### config.mk
export PLATFORM = sky130hd
export DESIGN_NAME = descChainDma
export DESIGN_NICKNAME = d
export VERILOG_FILES = /design/src/rtl/dmaChainPkg.sv /design/src/rtl/dmaDescRam.sv /design/src/rtl/dmaCtrl.sv /design/src/rtl/dmaDatapath.sv /design/src/rtl/descChainDma.sv
export SDC_FILE = /design/constraint.sdc
export NUM_CORES = 1
export LEC_CHECK = 0
export BUFFER_PORTS_ARGS = -buffer_cell sky130_fd_sc_hd__buf_2
export CORE_ASPECT_RATIO = 0.9
export CORE_MARGIN = 2
export CORE_UTILIZATION = 46
export CTS_BUF_LIST = sky130_fd_sc_hd__clkbuf_8
export CTS_CLUSTER_SIZE = 10
export DETAILED_ROUTE_END_ITERATION = 8
export GPL_TIMING_DRIVEN = 0
export SYNTH_ARGS = -nofsm -noshare
export SYNTH_HDL_FRONTEND = slang
export SYNTH_SLANG_ARGS = --single-unit
### constraint.sdc
create_clock -name clk -period 12.67 [get_ports clk]
set_clock_uncertainty 0.05 [all_clocks]
set_input_delay 3.801 -clock clk [delete_from_list [all_inputs] [get_ports clk]]
set_output_delay 3.801 -clock clk [all_outputs]
set_load 0.02 [all_outputs]
### src/rtl/dmaChainPkg.sv
package dmaChainPkg;
  parameter int DESC_AW    = 4;
  parameter int MEM_AW     = 16;
  parameter int LEN_W      = 12;
  parameter int CMD_W      = 4;
  parameter int DATA_W     = 64;
  parameter int BEAT_BYTES = 8;
  parameter int IRQ_BIT    = 0;

  localparam int NEXT_W  = DESC_AW + 1;
  localparam int BEAT_SH = $clog2(BEAT_BYTES);
  localparam int REM_W   = LEN_W - BEAT_SH;
  localparam logic [NEXT_W-1:0] NEXT_STOP = NEXT_W'(1) << DESC_AW;

  typedef struct packed {
    logic [MEM_AW-1:0] tgt;
    logic [LEN_W-1:0]  lenB;
    logic [NEXT_W-1:0] next;
    logic [CMD_W-1:0]  cmd;
  } desc_t;

  typedef struct packed {
    logic loadStart;
    logic loadChk;
    logic fetchEn;
    logic latchDesc;
    logic beat;
    logic finish;
  } ctlStrobe_t;

  typedef enum logic [1:0] {ST_IDLE, ST_FETCH, ST_LOAD, ST_XFER} engState_e;
endpackage

### src/rtl/dmaDescRam.sv
module dmaDescRam
  import dmaChainPkg::*;
(
  input  logic               clk,
  input  logic               wrEn,
  input  logic [DESC_AW-1:0] wrIdx,
  input  desc_t              wrData,
  input  logic               rdEn,
  input  logic [DESC_AW-1:0] rdIdx,
  output desc_t              rdData
);
  localparam int DEPTH = 1 << DESC_AW;

  desc_t store [DEPTH];

  always_ff @(posedge clk) begin
    if (wrEn) store[wrIdx] <= wrData;
    if (rdEn) rdData <= store[rdIdx];
  end
endmodule

### src/rtl/dmaCtrl.sv
module dmaCtrl
  import dmaChainPkg::*;
(
  input  logic       clk,
  input  logic       rstN,
  input  logic       startEn,
  input  logic       chkEn,
  input  logic       chkPending,
  input  logic       hostWrEn,
  input  logic       srcValid,
  input  logic       remZero,
  input  logic       nextIsStop,
  output ctlStrobe_t stb,
  output logic       busy,
  output logic       srcReady
);
  engState_e state, nxtState;

  always_comb begin
    stb      = '0;
    nxtState = state;
    unique case (state)
      ST_IDLE: begin
        if (startEn) begin
          stb.loadStart = 1'b1;
          nxtState      = ST_FETCH;
        end else if (chkEn && chkPending) begin
          stb.loadChk = 1'b1;
          nxtState    = ST_FETCH;
        end
      end
      ST_FETCH: begin
        // host rewrite owns the store this cycle; fetch retries next cycle
        if (!hostWrEn) begin
          stb.fetchEn = 1'b1;
          nxtState    = ST_LOAD;
        end
      end
      ST_LOAD: begin
        stb.latchDesc = 1'b1;
        nxtState      = ST_XFER;
      end
      ST_XFER: begin
        if (remZero) begin
          stb.finish = 1'b1;
          nxtState   = nextIsStop ? ST_IDLE : ST_FETCH;
        end else if (srcValid) begin
          stb.beat = 1'b1;
        end
      end
      default: nxtState = ST_IDLE;
    endcase
  end

  always_ff @(posedge clk) begin
    if (!rstN) state <= ST_IDLE;
    else       state <= nxtState;
  end

  assign busy     = (state != ST_IDLE);
  assign srcReady = (state == ST_XFER) && !remZero;
endmodule

### src/rtl/dmaDatapath.sv
module dmaDatapath
  import dmaChainPkg::*;
(
  input  logic               clk,
  input  logic               rstN,
  input  ctlStrobe_t         stb,
  input  logic [DESC_AW-1:0] startIdx,
  input  logic [DESC_AW-1:0] chkIdx,
  input  desc_t              rdData,
  input  logic [DATA_W-1:0]  srcData,
  output logic [NEXT_W-1:0]  nextAddr,
  output logic [DESC_AW-1:0] rdIdx,
  output logic               remZero,
  output logic               nextIsStop,
  output logic               memWrEn,
  output logic [MEM_AW-1:0]  memWrAddr,
  output logic [DATA_W-1:0]  memWrData,
  output logic               endIrq,
  output logic               linkRestart
);
  logic [NEXT_W-1:0] nextReg;
  logic [REM_W-1:0]  remCnt;
  logic [MEM_AW-1:0] curAddr;
  logic [CMD_W-1:0]  cmdReg;

  always_ff @(posedge clk) begin
    if (!rstN) begin
      nextReg     <= NEXT_STOP;
      remCnt      <= '0;
      curAddr     <= '0;
      cmdReg      <= '0;
      memWrEn     <= 1'b0;
      memWrAddr   <= '0;
      memWrData   <= '0;
      endIrq      <= 1'b0;
      linkRestart <= 1'b0;
    end else begin
      memWrEn     <= stb.beat;
      endIrq      <= stb.finish && cmdReg[IRQ_BIT];
      linkRestart <= stb.loadChk;

      if (stb.loadStart)      nextReg <= {1'b0, startIdx};
      else if (stb.loadChk)   nextReg <= {1'b0, chkIdx};
      else if (stb.latchDesc) nextReg <= rdData.next;

      if (stb.latchDesc) begin
        remCnt  <= rdData.lenB[LEN_W-1:BEAT_SH];
        curAddr <= rdData.tgt;
        cmdReg  <= rdData.cmd;
      end else if (stb.beat) begin
        remCnt    <= remCnt - 1'b1;
        curAddr   <= curAddr + 1'b1;
        memWrAddr <= curAddr;
        memWrData <= srcData;
      end
    end
  end

  assign nextAddr   = nextReg;
  assign rdIdx      = nextReg[DESC_AW-1:0];
  assign remZero    = (remCnt == '0);
  assign nextIsStop = nextReg[DESC_AW];
endmodule

### src/rtl/descChainDma.sv
module descChainDma
  import dmaChainPkg::*;
(
  input  logic               clk,
  input  logic               rstN,
  input  logic               hostWrEn,
  input  logic [DESC_AW-1:0] hostWrIdx,
  input  logic [MEM_AW-1:0]  hostTgt,
  input  logic [LEN_W-1:0]   hostLen,
  input  logic [NEXT_W-1:0]  hostNext,
  input  logic [CMD_W-1:0]   hostCmd,
  input  logic               startEn,
  input  logic [DESC_AW-1:0] startIdx,
  input  logic               chkEn,
  input  logic               chkPending,
  input  logic [DESC_AW-1:0] chkIdx,
  input  logic               srcValid,
  input  logic [DATA_W-1:0]  srcData,
  output logic               srcReady,
  output logic               memWrEn,
  output logic [MEM_AW-1:0]  memWrAddr,
  output logic [DATA_W-1:0]  memWrData,
  output logic               busy,
  output logic [NEXT_W-1:0]  nextAddr,
  output logic               endIrq,
  output logic               linkRestart
);
  ctlStrobe_t         stb;
  desc_t              hostDesc;
  desc_t              rdData;
  logic [DESC_AW-1:0] rdIdx;
  logic               remZero;
  logic               nextIsStop;

  assign hostDesc = '{tgt: hostTgt, lenB: hostLen, next: hostNext, cmd: hostCmd};

  dmaDescRam u_ram (
    .clk    (clk),
    .wrEn   (hostWrEn),
    .wrIdx  (hostWrIdx),
    .wrData (hostDesc),
    .rdEn   (stb.fetchEn),
    .rdIdx  (rdIdx),
    .rdData (rdData)
  );

  dmaCtrl u_ctrl (
    .clk        (clk),
    .rstN       (rstN),
    .startEn    (startEn),
    .chkEn      (chkEn),
    .chkPending (chkPending),
    .hostWrEn   (hostWrEn),
    .srcValid   (srcValid),
    .remZero    (remZero),
    .nextIsStop (nextIsStop),
    .stb        (stb),
    .busy       (busy),
    .srcReady   (srcReady)
  );

  dmaDatapath u_dp (
    .clk         (clk),
    .rstN        (rstN),
    .stb         (stb),
    .startIdx    (startIdx),
    .chkIdx      (chkIdx),
    .rdData      (rdData),
    .srcData     (srcData),
    .nextAddr    (nextAddr),
    .rdIdx       (rdIdx),
    .remZero     (remZero),
    .nextIsStop  (nextIsStop),
    .memWrEn     (memWrEn),
    .memWrAddr   (memWrAddr),
    .memWrData   (memWrData),
    .endIrq      (endIrq),
    .linkRestart (linkRestart)
  );
endmodule

==> Yosys cells after proc, flatten, opt, wreduce, memory -nomap -nowiden <==
Memory sizes are Yosys's and may differ from the RTL's. A register that Yosys moved wholly into a read port is not among the register bits.
Index checks and enable logic that the tools add are counted.
{ "totals": {"regBits": 116, "ramBits": 592, "inputBits": 120, "output_inout_bits": 90, "wordCells": 57, "n_memories": 1} }
{ "classes": {"addsub": 2, "n_eq_ne": 6, "mux": 26, "bitwise_logic": 1, "reduce_logical": 11} }
{ "memory_table": {"columns": ["name", "depth", "word_bits", "rd", "rd_clocked_by_memory_dff", "write_ports", "line", "source"], "rows": [
  ["u_ram.store", 16, 37, 1, 1, 1, "dmaDescRam.sv:14", "desc_t store [DEPTH];"]
]} }
{ "op_table": {"columns": ["cell", "count"], "rows": [
  ["$mux W16", 2],
  ["$mux W9", 2],
  ["$add A16 B1 Y16 const B", 1],
  ["$mux W5", 3],
  ["$mux W1", 12],
  ["$mux W2", 6],
  ["$logic_not A9 Y1", 1],
  ["$sub A9 B1 Y9 const B", 1],
  ["$pmux W2 S4", 1],
  ["$eq A2 B2 Y1 const B", 2],
  ["$reduce_bool A2 Y1", 2],
  ["$logic_and A1 B1 Y1", 3],
  ["$ne A3 B2 Y1 const B", 1],
  ["$reduce_and A3 Y1", 1],
  ["$reduce_bool A3 Y1", 1],
  ["$eq A2 B1 Y1 const B", 1],
  ["$logic_not A2 Y1", 1],
  ["$ne A2 B1 Y1 const B", 1],
  ["$ne A2 B2 Y1 const B", 1],
  ["$reduce_and A2 Y1", 1],
  ["$logic_not A1 Y1", 1],
  ["$not A1 Y1", 1]
]} }

==> Longest topological paths before layout <==
Gate-level depths: netlist of the first run.
{ "logic_depth": {"depth_word": 6, "depth_mapped": 8, "depth_no_buf": 6} }

==> Cells and area by module <==
A second synthesis of the first run with hierarchy kept.
{ "unflattened": {"hier_cells": 1540, "hier_area_um2": 28210.8} }
{ "by_module_without_submodules": {"columns": ["module", "n_inst", "cells_per_inst", "area_each_um2", "seq_area_each_um2"], "rows": [
  ["dmaDescRam", 1, 963, 23312.4, 18888.1],
  ["dmaDatapath", 1, 551, 4670.7, 2282.2],
  ["dmaCtrl", 1, 26, 227.7, 40.0]
]} }

==> Least setup slack after synthesis of the first run <==
No wires, ideal clock.
{ "synth_path": {"kind": "input to register", "startpoint": "input port hostWrIdx[2]", "endpoint": "memory u_ram.store[0][0] (netlist bit), enable pin", "setup_time_ns": 0.458, "arrival_time_ns": 6.452, "required_ns": 12.162, "setup_slack_ns": 5.710, "cell_stages": 2, "n_path_buf": 0, "cell_sequence": "or3b_2 -> nor3_1"} }
{ "synth_lines": {"columns": ["item", "line", "source"], "rows": [
  ["from (decl)", "descChainDma.sv:7", "input logic [DESC_AW-1:0] hostWrIdx,"],
  ["to (decl)", "dmaDescRam.sv:14", null]
]} }
No word-level cell before the write port.

==> Final worst setup path of the first run <==
{ "layout_path": {"startpoint": "register u_dp.remCnt[0]", "endpoint": "output port srcReady"} }
{ "layout_between": {"elab_chain_len": 3} }
{ "layout_rtl": {"columns": ["item", "line", "source"], "rows": [
  ["from (decl)", "dmaDatapath.sv:22", "logic [REM_W-1:0] remCnt;"],
  ["from (signal assigned)", "dmaDatapath.sv:47", "remCnt <= rdData.lenB[LEN_W-1:BEAT_SH];"],
  ["from (signal assigned)", "dmaDatapath.sv:51", "remCnt <= remCnt - 1'b1;"],
  ["$logic_not A9 Y1", "dmaDatapath.sv:61", "assign remZero = (remCnt == '0);"],
  ["$logic_not A1 Y1", "dmaCtrl.sv:61", "assign srcReady = (state == ST_XFER) && !remZero;"],
  ["$logic_and A1 B1 Y1", "dmaCtrl.sv:61", null],
  ["to (decl)", "descChainDma.sv:19", "output logic srcReady,"]
]} }
Every way passes these cells.

==> qor.yml, run 1 <==
run_status:
  status: "finished clean"
sta:
  grt_setup_unrepaired: "no"
  period_needed_ns: 6.54
  slew_violations: 0
  period_share_pct: 51.6
  timing.fmax_mhz: 153
  slew_headroom_pct: 36.0
  timing_hold_violations_final: 0
  setup-tns-final_ns: 0
  fin_hold_ws_ns: 0.403
  worstMarginPinSlew_ns: 0.960
  finalSetupViolCount: 0
  final.setup.worst_slack_ns: 6.13
floorplan:
  core-area_um2: 52800
  row_count: 80
  start_util_pct: 46.3
  die_x_um: 247
  die_h_um: 223
  fp.dieArea_um2: 55000
  ios: 210
synthesis:
  yosysSeqAreaShare_pct: 74.3
  ys_seq_elements: 643
  synth_top_area_share_pct: 64.8
  synth-edff-count: 527
  synth_cell_type_count: 55
  synth_cells: 1408
  synth_ff_type: "edfxtp_1"
  yosysWarnings: 0
  ys_top_cells_by_area: "edfxtp_1 (65%), mux4_2 (11%), dfxtp_1 (9.5%), o21ai_0 (2.3%), a22oi_1 (1.9%)"
  async_flop_share_pct: 0
  syn_nets: 1535
  yosys.area.top_type: "edfxtp_1"
  syn-cell-area_um2: 24400
  syn_avg_cell_area_um2: 17.3
critical_path:
  slowest_delay_ns: 0.56
  path_cells: "inv_1 > ha_1 > or4b_4 > o41ai_2 > inv_1 > buf_2"
  start_kind: "flop"
  arrival_ns: 2.69
  cp_data_required_time_ns: 8.82
  worst-setup-path-type: "reg -> out"
  critPathTopFamily: "compound AO/OA/AOI/OAI gates"
  cp_num_buf_inv: 3
  crit_path_start: "u_dp.remCnt[0]"
  critPathCapture: "srcReady"
  cp_slowest_cell: "o41ai_2"
  reg2reg_to: "u_ram.rdData[16]"
  rr_worst_depth: 6
  critPathCaptureType: "primary output"
  crit_fanout: 6
  r2r-start: "u_dp.nextAddr[1]"
  crit_top_cell: "inv_1"
  r2r_setup_slack_ns: 9.66
  cp.depth: 6
placement:
  gp_congestion: 0.859
  placed_cells: 2334
  dpl_cell_area_um2: 26800
  dp.final_hpwl_um: 40500
  port_buffers: 202
  place_ws_ns: 6.71
clock_tree:
  clock_sinks: 643
  cts_buffers: 105
  root_buffer: "clkbuf_8"
  cts_hold_buffers: 0
  cts_resized: 0
  insertion_delay_ns: 0.70
  clkTransAtPathRegs_ns: 0.06
  cts_buffer_depth: 3
  post-cts-setup-buffers: 0
  cts_tree: "done"
  htreeDepth: 3
final_layout:
  fillers: 4224
  regArea_um2: 18100
  drive_above_1_share_pct: 30.1
  post-route-util_pct: 54.7
  final_area_um2: 28800
  multi_input_area_um2: 5940
  syn2layout_area_growth_pct: 18.1
  instances_no_fill: 2530
  num-nets-final: 1871
grt:
  antenna_found_initial: 3
  grt_max_degree: 24
  grt-ovfl-total: 0
  grt_pass1_vias: 14281
  grt_pass1_wl_um: 88100
  track_usage_pct: 22.0
route:
  met3_length_um: 5100
  drc: 0
  drt_iter0_markers: 1426
  routed_wl_um: 59900
  wl_met1_um: 25900
  highest-signal-layer: "met5"
  wl_per_cell_um: 23.7
  first_pass_iters: 5
  ant_nets: 0
  drt-vias-per-instance: 5.58
  vias: 14124
  route.met2.wl_um: 27900
power:
  p_leak_nw: 9.82
  finalPower_mw: 5.20
  vdd_ir_drop_max_mv: 0.119
  pwr_density_cell_nw_per_um2: 180
job:
  drv_cap: 0
min_path:
  hold_path.class: "reg -> reg"
## cell type report
class	count	area share, %
antenna	1	0.00867
buffer	92	1.40
clock buffer	121	5.77
clock inverter	74	1.21
inverter	12	0.156
multi-input combinational	661	20.6
sequential	643	62.9
tap	697	3.02
timing repair buffer	229	4.93
## sequential cells by signal, indices dropped and copies added, names as in the netlist
| signal | count |
|---|---|
| u_ram.store | 496 |
| u_dp.memWrData | 64 |
| u_ram.rdData | 31 |
| u_dp.curAddr | 16 |
| u_dp.memWrAddr | 16 |
| u_dp.remCnt | 9 |
| u_dp.nextAddr | 5 |
| u_ctrl.state | 2 |
| u_dp.cmdReg | 1 |
| u_dp.endIrq | 1 |
| u_dp.linkRestart | 1 |
| u_dp.memWrEn | 1 |
## power breakdown
group	switching, mW	internal (mW)	total, mW
combinational	0.611	0.425	1.04
sequential	0.0622	2.41	2.47
clock	0.801	0.892	1.69
total	1.47	3.73	5.20
## worst min-delay path by stage
stage                      startpoint           endpoint  depth (start not counted)
floorplan              u_dp.cmdReg[0]        u_dp.endIrq                          2
global placement    u_dp.memWrData[3]  u_dp.memWrData[3]                          2
detailed placement  u_dp.memWrAddr[0]  u_dp.memWrAddr[0]                          2
CTS                 u_dp.memWrAddr[0]  u_dp.memWrAddr[0]                          2
global route        u_dp.memWrAddr[5]  u_dp.memWrAddr[5]                          2
finish              u_dp.memWrAddr[0]  u_dp.memWrAddr[0]                          2
## layout by cell type, fill, tap and decap left out, types with 13 or more instances in the layout
| cell type | netlist | layout |
|---|---|---|
| buf_6 | 1 | 13 |
| clkinv_1 | 0 | 25 |
| o21ai_0 | 112 | 112 |
| nand3_1 | 91 | 91 |
| a21oi_1 | 16 | 16 |
| clkbuf_8 | 0 | 121 |
| mux4_2 | 124 | 124 |
| nor2_1 | 26 | 14 |
| a211oi_1 | 13 | 13 |
| dfxtp_1 | 116 | 116 |
| inv_1 | 12 | 44 |
| buf_12 | 0 | 13 |
| nand2_1 | 122 | 122 |
| buf_2 | 28 | 230 |
| clkbuf_1 | 57 | 57 |
| a22oi_1 | 62 | 62 |
| edfxtp_1 | 527 | 527 |
## kinds of logic after synthesis
logic type                 synth area share (%)
buffers and inverters                      1.83
adders and majority gates                 0.359
DFF                                        74.3
and+or+nand+nor                            5.64
AOI/OAI and AO/OA                          5.84
muxes                                      11.6
xor gates and xnor gates                  0.430
## cell usage after synthesis, drive strengths merged, types with 5 or more instances
master,n
a21oi,16
nor3,5
inv,12
nand3b,8
o21ai,112
dfxtp,116
nor2,26
ha,7
a31oi,7
buf,35
xnor2,11
nor2b,5
clkbuf,57
a211oi,15
nand3,91
nand2,123
or3,8
mux4,124
edfxtp,527
a22oi,62
## worst register-to-register path, cell delays in order, from the launching register on
cell and delay [ns]:
dfxtp_1 0.35, buf_2 0.22, clkbuf_1 0.58, buf_1 0.72, mux4_2 0.42, a22oi_1 0.27, nand2_1 0.14
## metal layers
metal	vias to the layer above	track usage, %
li1	6308	-
met1	7114	31.7
met2	612	34.4
met3	84	4.69
met4	6	5.58
met5	-	0
Power figures use the tool's default switching activity.
==> run 2: changes to the inputs <==
--- a/config.mk
+++ b/config.mk
@@ -5,6 +5,7 @@
 export SDC_FILE = /design/constraint.sdc
 export NUM_CORES = 1
 export LEC_CHECK = 0
+export ABC_AREA = 1
 export BUFFER_PORTS_ARGS = -buffer_cell sky130_fd_sc_hd__buf_2
 export CORE_ASPECT_RATIO = 0.9
 export CORE_MARGIN = 2
==> constraint.sdc (replaced) <==
create_clock -name clk -period 6.5 [get_ports clk]
set_clock_uncertainty 0.05 [all_clocks]
set_input_delay 1.95 -clock clk [delete_from_list [all_inputs] [get_ports clk]]
set_output_delay 1.95 -clock clk [all_outputs]
set_load 0.02 [all_outputs]
==> qor.yml, run 2 <==
run_status:
  status: "finished clean"
synthesis:
  synth_cell_type_count: 34  # -38%
  yosys.cell_count.top_type: "edfxtp_1"
  yosysWarnings: 0  # unchanged
  synth_cells: 2086  # +48%
  synth_top_area_share_pct: 63.1  # -1.7 points
  syn-cell-area_um2: 25100  # +2.7%
  yosys-top-cells-count: "edfxtp_1 (527), nand2_1 (313), nor2_1 (312)"
  synth_ff_type: "edfxtp_1"
  syn_nets: 2213  # +44%
  ys_top_cells_by_area: "edfxtp_1 (63%), dfxtp_1 (9.3%), o21ai_0 (5.3%), nand2_1 (4.7%), nor2_1 (4.7%)"
  synth-edff-count: 527  # unchanged
  ys_seq_elements: 643  # unchanged
  yosys.area.top_type: "edfxtp_1"
  yosysSeqAreaShare_pct: 72.4  # -1.9 points
  async_flop_share_pct: 0  # unchanged
  syn_avg_cell_area_um2: 12.0  # -31%
floorplan:
  row_count: 81  # +1.3%
  die_x_um: 250  # +1.3%
  ios: 210  # unchanged
  fp.dieArea_um2: 56400  # +2.6%
  start_util_pct: 46.3  # about the same
  core-area_um2: 54100  # +2.6%
  die_h_um: 225  # +1.3%
grt:
  antenna_found_initial: 1  # -2
  grt_pass1_wl_um: 111000  # +26%
  grt-ovfl-total: 0  # unchanged
  grt_max_degree: 32  # +33%
  track_usage_pct: 26.6  # +4.6 points
  grt_pass1_vias: 17684  # +24%
power:
  p_leak_nw: 10.3  # +4.7%
  vdd_ir_drop_max_mv: 0.210  # +76%
  pwr_density_cell_nw_per_um2: 395  # +120%
critical_path:
  worst-setup-path-type: "reg -> out"
  slowest_delay_ns: 0.32  # -0.24 ns
  critPathCaptureType: "primary output"
  critPathTopFamily: "simple AND/OR/NAND/NOR gates"
  crit_fanout: 5  # -1
  rr_worst_depth: 5  # -1
  cp_num_buf_inv: 3  # unchanged
  path_cells: "inv_1 > ha_1 > nand2_1 > nor2_2 > nand3_2 > nand2_1 > inv_1 > buf_2"
  r2r_setup_slack_ns: 3.49  # -6.17 ns
  cp_data_required_time_ns: 4.50  # -4.32 ns
  cp_slowest_cell: "dfxtp_1"
  r2r-start: "u_dp.nextAddr[2]"
  arrival_ns: 2.12  # -0.57 ns
  reg2reg_to: "u_ram.rdData[7]"
  start_kind: "flop"
sta:
  setup-tns-final_ns: 0  # unchanged
  slew_headroom_pct: 31.2  # -4.8 points
  period_share_pct: 63.4
  timing_hold_violations_final: 0  # unchanged
  grt_setup_unrepaired: "no"
  period_needed_ns: 4.12
  worstMarginPinSlew_ns: 1.03  # +0.0716 ns
  finalSetupViolCount: 0  # unchanged
  slew_violations: 0  # unchanged
  timing.fmax_mhz: 243
  fin_hold_ws_ns: 0.407  # +0.00356 ns
placement:
  port_buffers: 203  # +0.50%
  dp.final_hpwl_um: 49900  # +23%
  gp_congestion: 0.892  # +3.8%
route:
  routed_wl_um: 75000  # +25%
  vias: 18120  # +28%
  drt-vias-per-instance: 5.66  # +1.5%
  wl_per_cell_um: 23.5  # -0.98%
  drt_iter0_markers: 2236  # +57%
  ant_nets: 0  # unchanged
  drc: 0  # unchanged
  first_pass_iters: 5  # unchanged
clock_tree:
  root_buffer: "clkbuf_8"
  insertion_delay_ns: 0.70  # about the same
  clkTransAtPathRegs_ns: 0.06  # about the same
  htreeDepth: 3  # unchanged
  cts_buffer_depth: 3  # unchanged
  cts_resized: 0  # unchanged
  cts_buffers: 102  # -2.9%
  cts_tree: "done"
  cts_hold_buffers: 0  # unchanged
  post-cts-setup-buffers: 0  # unchanged
  clock_sinks: 643  # unchanged
final_layout:
  final_cell_mix: "edfxtp_1 (527), nand2_1 (313), nor2_1 (295)"
  drive_above_1_share_pct: 17.2  # -13 points
  num-nets-final: 2536  # +36%
  largest_register_ffs: 496  # unchanged
  reg_top3: "u_ram.store x496, u_dp.memWrData x64, u_ram.rdData x31"
  final_common_cell: "edfxtp_1"
  top_register: "u_ram.store"
  syn2layout_area_growth_pct: 17.2
job:
  drv_cap: 0  # unchanged
min_path:
  hp-start: "u_dp.cmdReg[0]"
  holdPathStages: 2  # unchanged
  whs_endpoint: "u_dp.endIrq"
  hold_path.class: "reg -> reg"
[run 2: cell families after synthesis]
group / share of synthesized area (%)
fa+ha+maj: 0.349
simple gates: 11.2
flops: 72.4
compound gates: 12.7
buf+inv: 3.14
xor+xnor: 0.279
[run 2: layer usage]
metal	part of all wire, %	global-route usage [%]	vias up
met2	46	41.3	894
met3	9.9	6.77	165
met1	41	36.4	8795
met4	3.3	9.95	0
li1	-	-	8266
met5	0	0	-
[run 2: through the flow]
step	setup WS (ns)	std cells	total power, mW	instance area [um2]	util, %
global route	2.22	3199	12.1	29400	54.3
global placement	0.562	2994	8.28	27000	49.8
detailed placement	2.47	3010	8.35	27400	50.7
floorplan	2.56	2086	6.85	25100	-
finish	2.38	3199	11.6	29400	54.3
CTS	2.35	3198	11.6	29400	54.3
[run 2: area by class of cell]
cell class                 instances  area (um2)
inverter                          43         163
sequential                       643       18100
timing repair buffer             219        1370
fill                            4697       24700
multi-input combinational       1260        6260
clock buffer                     111        1530
clock inverter                    77         408
buffer                           140         624
antenna                            1        2.50
tap                              705         882
[run 2: worst max-delay path by stage]
stage	startpoint	end	slack, ns	cells past startpoint
5_1_grt	u_dp.remCnt[0]	srcReady	2.22	8
3_3_place_gp	hostWrEn	u_ram.store[11][24]	0.56	3
3_5_place_dp	hostWrEn	u_ram.store[7][8]	2.47	4
6_report	u_dp.remCnt[0]	srcReady	2.38	8
2_1_floorplan	hostWrIdx[3]	u_ram.store[10][0]	2.56	4
4_1_cts	u_dp.remCnt[0]	srcReady	2.35	8
[run 2: worst reg2reg max path, delay by kind of cell, from the launching register on]
| kind | cells | cell delay (ns) |
|---|---|---|
| AND/OR/NAND/NOR | 1 | 0.27 |
| flip-flops | 1 | 0.33 |
| AO/OA/AOI/OAI | 1 | 0.27 |
| buffers and inverters | 3 | 1.92 |
[run 2: power by group]
part / total (mW) / switching (mW) / internal [mW]
Sequential: 4.84 / 0.119 / 4.72
Clock: 3.27 / 1.58 / 1.69
Combinational: 3.51 / 2.60 / 0.908
